## config.mk

```make
export PLATFORM = sky130hd
export DESIGN_NAME = way_alloc_sel
export DESIGN_NICKNAME = d
export VERILOG_FILES = /design/src/rtl/way_alloc_pkg.sv /design/src/rtl/way_alloc_scan.sv /design/src/rtl/way_alloc_rr.sv /design/src/rtl/way_alloc_sel.sv
export SDC_FILE = /design/constraint.sdc
export NUM_CORES = 1
export LEC_CHECK = 0
export ABC_AREA = 1
export ABC_CLOCK_PERIOD_IN_PS = 1100
export BUFFER_PORTS_ARGS = -buffer_cell sky130_fd_sc_hd__clkbuf_2
export CORE_AREA = 8 8 45 47
export CTS_CLUSTER_DIAMETER = 120
export DETAILED_ROUTE_END_ITERATION = 7
export DIE_AREA = 0 0 53 55
export PLACE_DENSITY = 0.39
export SLEW_MARGIN = 40
export SYNTH_ARGS = -nofsm -noshare
export SYNTH_HDL_FRONTEND = slang
export SYNTH_SLANG_ARGS = --single-unit
export TNS_END_PERCENT = 5
```

## constraint.sdc

```tcl
create_clock -name clk -period 1.1 [get_ports clk]
set_input_delay 0.055 -clock clk [delete_from_list [all_inputs] [get_ports clk]]
set_output_delay 0.055 -clock clk [all_outputs]
set_load 0.1 [all_outputs]
```

## src/rtl/way_alloc_pkg.sv

```systemverilog
package way_alloc_pkg;
  localparam int WAYS  = 4;
  localparam int IDX_W = $clog2(WAYS);
  localparam int HALF  = WAYS / 2;

  typedef logic [WAYS-1:0]  way_vec_t;
  typedef logic [IDX_W-1:0] way_idx_t;

  // Binary way index to one-hot vector.
  function automatic way_vec_t idx_to_onehot(way_idx_t i);
    return way_vec_t'(1) << i;
  endfunction

  // Next counter value after a replacement among valid ways.
  function automatic way_idx_t rr_step(way_idx_t c, logic half);
    way_idx_t n;
    if (half) begin
      n = c;
      n[IDX_W-1] = ~c[IDX_W-1];
    end else begin
      n = c + way_idx_t'(1);
    end
    return n;
  endfunction

  // Victim in half-lock mode when the upper ways are all valid.
  function automatic way_idx_t locked_pick(way_idx_t c);
    return way_idx_t'(HALF) + way_idx_t'(c[IDX_W-1]);
  endfunction
endpackage

```

## src/rtl/way_alloc_scan.sv

```systemverilog
module way_alloc_scan
  import way_alloc_pkg::*;
#(
  parameter int N = WAYS
) (
  input  logic [N-1:0]         valid,
  input  logic [N-1:0]         elig,
  output logic                 found,
  output logic [$clog2(N)-1:0] idx
);
  localparam int IW = $clog2(N);

  logic [N:0]   seen;
  logic [N-1:0] hit;

  assign seen[0] = 1'b0;

  for (genvar g = 0; g < N; g++) begin : g_chain
    assign hit[g]    = ~valid[g] & elig[g] & ~seen[g];
    assign seen[g+1] = seen[g] | (~valid[g] & elig[g]);
  end

  assign found = seen[N];

  always_comb begin
    idx = '0;
    for (int i = 0; i < N; i++) begin
      if (hit[i]) idx = idx | IW'(i);
    end
  end
endmodule

```

## src/rtl/way_alloc_rr.sv

```systemverilog
module way_alloc_rr
  import way_alloc_pkg::*;
(
  input  logic     clk,
  input  logic     rst_n,
  input  logic     step_en,
  input  logic     half,
  output way_idx_t cnt_q
);
  always_ff @(posedge clk or negedge rst_n) begin
    if (!rst_n)       cnt_q <= '0;
    else if (step_en) cnt_q <= rr_step(cnt_q, half);
  end
endmodule

```

## src/rtl/way_alloc_sel.sv

```systemverilog
module way_alloc_sel
  import way_alloc_pkg::*;
(
  input  logic       clk,
  input  logic       rst_n,
  input  logic       alloc_req,
  input  logic       half_lock,
  input  logic [3:0] set_valid,
  output logic [3:0] victim_onehot,
  output logic [1:0] victim_idx,
  output logic       ready
);
  way_vec_t elig;
  logic     inv_found;
  way_idx_t inv_idx;
  way_idx_t cnt_q;
  way_idx_t pick;
  logic     repl_evt;

  // Eligible ways: all in normal mode, upper half in half-lock mode.
  for (genvar g = 0; g < WAYS; g++) begin : g_elig
    if (g >= HALF) begin : g_upper
      assign elig[g] = 1'b1;
    end else begin : g_lower
      assign elig[g] = ~half_lock;
    end
  end

  way_alloc_scan #(.N(WAYS)) scan_i (
    .valid (set_valid),
    .elig  (elig),
    .found (inv_found),
    .idx   (inv_idx)
  );

  assign ready    = alloc_req & rst_n;
  assign repl_evt = ready & ~inv_found;

  way_alloc_rr rr_i (
    .clk     (clk),
    .rst_n   (rst_n),
    .step_en (repl_evt),
    .half    (half_lock),
    .cnt_q   (cnt_q)
  );

  always_comb begin
    if (inv_found)      pick = inv_idx;
    else if (half_lock) pick = locked_pick(cnt_q);
    else                pick = cnt_q;
  end

  assign victim_idx    = ready ? pick : '0;
  assign victim_onehot = ready ? idx_to_onehot(pick) : '0;
endmodule

```

==> results.yml, run 1 <==
synthesis:
  yosysUniqueCellTypes: 11
  syn-cell-area_um2: 229
  synth_area_per_cell_um2: 5.32
  syn_inst: 43
  yosysSeqAreaShare_pct: 21.9
  ys_seq_elements: 2
  syn-num-nets: 51
  yosys_warnings: 0
power_and_ir_drop:
  power_per_cell_area_nw_per_um2: 1050
  vdd_ir_drop_max_mv: 0.699
  finalPower_uw: 616
  power.leakage_nw: 0.295
place:
  place_congestion: 0.819
  dp_hpwl_um: 685
  dp_cells: 84
  placed_area_um2: 547
  port_buffers: 14
  dp_slack_ns: -0.0969
finish:
  final_common_cell: "nand2_1"
  seq_area_um2: 50.0
  regMostFlops: "rr_i.cnt_q"
  fill_cells: 139
  largest_reg_flops: 2
  largestRegisters: "rr_i.cnt_q: 2 flops"
  stdcell_area_um2: 587
  stdcell_count: 88
  syn_to_final_growth_pct: 156
  antenna_cells: 0
  multiInputGateArea_um2: 200
  mostFrequentLayoutCells: "14 x nand2_1, 11 x buf_4, 7 x clkbuf_2, 7 x buf_12"
  final_nets: 82
  drive_gt1_share_pct: 52.8
clock_network:
  cts_made_buffers: 3
  cts_buffer_depth: 2
  clkSlewWorstSetupHoldPaths_ns: 0.03
  cts_sinks: 2
  cts_tree: "yes"
  clk_latency_ns: 0.22
  htreeDepth: 1
  cts_root_buf: "clkbuf_4"
global_route:
  use_met1_pct: 6.08
  grt_pass1_vias: 356
  grt_start_max_net_pins: 5
  grt_pass1_wl_mm: 1.26
  grtUsageMet2_pct: 8.98
  grt_most_used_layer: "met2"
  gr-usage-met3_pct: 1.34
  grt_antenna_before_repair: 0
  gr-usage-all-layers_pct: 5.79
  grt_remaining_overflow: 0
timing:
  period_needed_ns: 1.41
  report.final.slew_viol_count: 0
  worst_slack_ns: -0.312
  period_share_pct: 128
  max_slew_margin_pct: 87.2
  fin_skew_ns: 0.00213
  tns_ns: -1.45
  max_freq_mhz: 708
  worstMarginPinSlew_ns: 0.191
  finalSetupViolations: 6
  finalHoldViolCount: 0
  grt_setup_unrepaired: "yes"
worst_setup_path:
  reg2reg_depth: 6
  max_stage_delay_ns: 0.36
  crit_buf_inv: 3
  cpLargestDelayFamily: "buffers and inverters"
  r2r_end: "rr_i.cnt_q[1]$_DFFE_PN0P_"
  critical-path-slowest-cell: "dfrtp_1"
  crit_top_cell: "nand2_1"
  cp_cell_sequence: "inv_1 > nand2_1 > nand2_1 > nand3_2 > buf_4 > a21oi_4 > buf_12"
  required_ns: 1.04
  regToRegStartpoint: "rr_i.cnt_q[1]$_DFFE_PN0P_"
  cp_max_fo: 3
  cp.arrival_ns: 1.36
  reg2reg_slack_ns: 0.14
  worstSetupStartpointType: "register"
  critPathCaptureType: "primary output"
  path_class: "reg -> out"
die:
  initial_core_util_pct: 16.5
  die_y_um: 55
  die_w_um: 53
  ios: 15
  die-area_um2: 2920
  rows: 14
  core_area_um2: 1380
routing:
  routed_wl_um: 774
  drtIter0Drc: 6
  drcViolationCount: 0
  vias: 351
  dr.pass1.iters: 4
  wl_per_cell_um: 8.80
  drtAntennaViolNets: 0
  routed_via_density: 3.99
status:
  violations: "setup timing"
  status: "finished, violations left"
hold_path:
  hp-class: "in -> async"
flow_run:
  max_cap_violations: 0
[how the worst max path moves through the flow]
stage / start / end / slack [ns] / cells past startpoint
after floorplan: rr_i.cnt_q[1]$_DFFE_PN0P_ / victim_onehot[2] / -0.49 / 5
after global placement: rr_i.cnt_q[0]$_DFFE_PN0P_ / victim_onehot[0] / -0.09 / 7
after detailed placement: rr_i.cnt_q[1]$_DFFE_PN0P_ / victim_onehot[0] / -0.1 / 7
after CTS: rr_i.cnt_q[1]$_DFFE_PN0P_ / victim_onehot[0] / -0.33 / 7
after global routing: rr_i.cnt_q[1]$_DFFE_PN0P_ / victim_onehot[2] / -0.39 / 7
final: rr_i.cnt_q[1]$_DFFE_PN0P_ / victim_onehot[0] / -0.31 / 7
[cell families (layout without fill, tap and decap cells)]
group,count (synthesis),in the layout,synth area share [%]
AO/OA/AOI/OAI,2,2,4.37
buffers and inverters,6,35,9.84
AND/OR/NAND/NOR,32,32,60.1
flip-flops,2,2,21.9
XOR/XNOR,1,1,3.83
[cell usage after synthesis, drive strengths merged]
| library cell | count | area (µm²) |
|---|---|---|
| nand2 | 16 | 60.1 |
| dfrtp | 2 | 50.1 |
| a21oi | 2 | 10.0 |
| xor2 | 1 | 8.76 |
| nor3 | 1 | 5.00 |
| and2 | 1 | 6.26 |
| nand3 | 3 | 15.0 |
| nor2 | 9 | 38.8 |
| inv | 6 | 22.5 |
| nand4 | 2 | 12.5 |
[report_power, final]
group          switching, mW  internal [mW]
Sequential           0.00989         0.0951
Combinational          0.202          0.148
Clock                 0.0408          0.120
[final cells by class]
cell class	instances	area share [%]
Tap cell	16	3.41
Inverter	6	4.48
Multi-Input combinational cell	35	34.1
Clock buffer	3	3.84
Timing Repair Buffer	26	45.6
Sequential cell	2	8.53
[what timing repair did]
| action | in CTS | in global routing |
|---|---|---|
| hold buffers | 1 | 0 |
| resized for setup | 2 | 0 |
| hold endpoints to repair | 2 | 0 |
| setup buffers | 0 | 0 |
| pin swaps | 0 | 0 |
| endpoints found under the setup margin | 6 | 6 |
[metal layers]
| metal | wire [µm] | share of wire (%) |
|---|---|---|
| met3 | 97 | 13 |
| met1 | 336 | 43 |
| met5 | 0 | 0 |
| met2 | 341 | 44 |
| met4 | 0 | 0 |
[per-stage QoR]
step | util, % | hold slack, ns
final | 42.4 | 0.164
after global routing | 42.4 | 0.186
after CTS | 42.4 | 0.149
after detailed placement | 39.5 | -0.150
after global placement | 39.5 | -0.149
after floorplan | - | -0.241
Note: power is estimated with default switching activity, not from simulation.
==> inputs of run 2 (changes only) <==
CORE_AREA = 2 2 39 41   (was 8 8 45 47)
DIE_AREA = 0 0 41 43   (was 0 0 53 55)
PLACE_DENSITY = default   (was 0.39)
PLACE_DENSITY_LB_ADDON = 0.15   (was default)
SYNTH_HIERARCHICAL = 1   (was default)
==> results.yml, run 2 <==
status:
  status: "finished, violations left"
  violations: "setup timing"
hold_path:
  hp-class: "in -> async"
timing:
  max_freq_mhz: 742
  fin_skew_ns: 0.00767
  report.final.slew_viol_count: 0
  finalHoldViolCount: 0
  worst_slack_ns: -0.248
  hold_ws_ns: 0.237
  period_needed_ns: 1.35
  finalSetupViolations: 6
  period_share_pct: 123
  grt_setup_unrepaired: "yes"
routing:
  wl_per_cell_um: 7.31
  vias: 376
  drcViolationCount: 0
  dr.pass1.iters: 3
  routed_via_density: 3.80
  drtIter0Drc: 4
  routed_wl_um: 724
  drtAntennaViolNets: 0
finish:
  final_nets: 93
  syn_to_final_growth_pct: 131
  regMostFlops: "rr_i/cnt_q"
  largest_reg_flops: 2
  drive_gt1_share_pct: 66.3
  stdcell_count: 99
  largestRegisters: "rr_i/cnt_q: 2 flops"
  mostFrequentLayoutCells: "9 x nand2_1, 9 x buf_4, 8 x inv_1"
  post-route-util_pct: 50.9
  antenna_cells: 0
clock_network:
  clkSlewWorstSetupHoldPaths_ns: 0.03
  htreeDepth: 1
  clk_latency_ns: 0.23
  cts_sinks: 2
  cts_root_buf: "clkbuf_4"
  cts_made_buffers: 3
  cts_buffer_depth: 2
  cts_tree: "yes"
synthesis:
  ys.flop_type: "dfrtp_1"
  synth_commonest_cells: "13 x nand2_1, 12 x inv_1, 5 x inv_2, 5 x nor2_1, 4 x nand3_1"
  synth_area_per_cell_um2: 5.55
  async_reset_ff_share_pct: 100
  yosysSeqAreaShare_pct: 16.4
  synth_edf_count: 0
  ys_seq_elements: 2
  yosysUniqueCellTypes: 16
  yosysTopAreaCell: "dfrtp_1"
  yosys.area.top_type_share_pct: 16.4
  syn_inst: 55
  synth.area.top_cells: "dfrtp_1 16%, nand2_1 16%, inv_1 15%, nand3_1 6.6%, inv_2 6.1%"
  syn-cell-area_um2: 305
  yosysMostFrequentCell: "nand2_1"
  yosys_warnings: 6
power_and_ir_drop:
  vdd_ir_drop_max_mv: 0.668
  clkPwrFrac_pct: 20.7
  p_sw_share_pct: 44.6
  power_per_cell_area_nw_per_um2: 1130
  finalPower_uw: 793
  seqPwrFrac_pct: 15.9
  internal_power_uw: 439
  combPwrFrac_pct: 63.4
  power.leakage_nw: 0.339
  power_switching_uw: 354
die:
  initial_core_util_pct: 22.1
  die_w_um: 41
  die_y_um: 43
  core_area_um2: 1380
  rows: 14
  die-area_um2: 1760
  ios: 15
global_route:
  grt_pass1_vias: 315
  gr-usage-all-layers_pct: 9.56
  grt_remaining_overflow: 0
  grt_start_max_net_pins: 5
  grt_pass1_wl_mm: 1.18
  grt_antenna_before_repair: 0
worst_setup_path:
  cp.arrival_ns: 1.29
  cp_max_fo: 3
  critical-path-slowest-cell: "dfrtp_1"
  cp_cell_sequence: "nor2_2 > nand2_2 > nand2_2 > nand2_2 > nor2_4 > buf_12"
  required_ns: 1.04
  max_stage_delay_ns: 0.39
  worstSetupStartpointType: "register"
  path_class: "reg -> out"
  critPathCaptureType: "primary output"
  crit_top_cell: "nand2_2"
place:
  dp_cells: 93
  dp_hpwl_um: 609
  port_buffers: 14
  dp_slack_ns: -0.230
  place_congestion: 0.694
flow_run:
  max_cap_violations: 0
[run 2: cell types whose count changed in the layout (fill, tap and decap cells not counted), moves of 3 or more]
cell | previous run | this run
nand2_1 | 14 | 9
inv_1 | 5 | 8
nand2_2 | 2 | 5
inv_2 | 0 | 5
nor2_1 | 5 | 2
[run 2: cell families (layout without fill, tap and decap cells)]
group | Yosys count | after routing | synth area share (%)
simple gates | 31 | 31 | 51.2
buf+inv | 17 | 44 | 20.9
compound gates | 3 | 3 | 4.91
flops | 2 | 2 | 16.4
other cells | 1 | 2 | 1.23
xor+xnor | 1 | 1 | 5.33
[run 2: path summary, 6_finish.rpt]
path,end,from,slack (ns),depth (start not counted)
min in group clk,rr_i/cnt_q[1]$_DFFE_PN0P_,half_lock,0.25,5
worst max register to register,rr_i/cnt_q[1]$_DFFE_PN0P_,rr_i/cnt_q[1]$_DFFE_PN0P_,0.21,5
max in group asynchronous,rr_i/cnt_q[0]$_DFFE_PN0P_,rst_n,0.73,2
worst max-delay path,victim_onehot[0],rr_i/cnt_q[1]$_DFFE_PN0P_,-0.25,6
worst min register to register,rr_i/cnt_q[1]$_DFFE_PN0P_,rr_i/cnt_q[0]$_DFFE_PN0P_,0.64,4
worst min-delay path,rr_i/cnt_q[1]$_DFFE_PN0P_,rst_n,0.24,2
[run 2: power groups by stage]
stage | Combinational (mW) | Sequential, mW | Clock, mW
final | 0.503 | 0.126 | 0.164
after global routing | 0.541 | 0.131 | 0.176
after CTS | 0.484 | 0.124 | 0.175
after detailed placement | 0.467 | 0.124 | 0
after global placement | 0.466 | 0.126 | 0
after floorplan | 0.302 | 0.123 | 0
[run 2: through the flow]
stage	TNS (ns)	area (µm²)
finish	-1.22	704
CTS	-1.37	682
detailed placement	-1.21	644
global route	-1.68	704
floorplan	-1.50	397
global placement	-1.15	644
[run 2: critical path, delay by kind of cell, from the launching register on]
family	cells	cell delay [ns]
DFF	1	0.39
and+or+nand+nor	5	0.49
buffers and inverters	1	0.18
[run 2: area by class of cell]
type	instances	area [µm²]
timing repair buffer	24	253
tap	16	20.0
sequential	2	50.0
clock buffer	3	22.5
fill	139	679
multi-input combinational	37	282
inverter	17	77.6
[run 2: metal layers]
| metal | track usage, % | share of wire (%) | vias to the layer above |
|---|---|---|---|
| li1 | - | - | 211 |
| met1 | 11.3 | 38 | 158 |
| met4 | 4.00 | 0 | 0 |
| met3 | 1.57 | 2.9 | 0 |
| met5 | 0 | 0 | - |
| met2 | 15.9 | 59 | 7 |
[run 2: timing repair]
| action | CTS | global route |
|---|---|---|
| gates resized for setup | 2 | 2 |
| setup buffers | 1 | 1 |
| hold endpoints to repair | 2 | 2 |
| pin swaps | 5 | 2 |
| setup endpoints to repair | 6 | 6 |
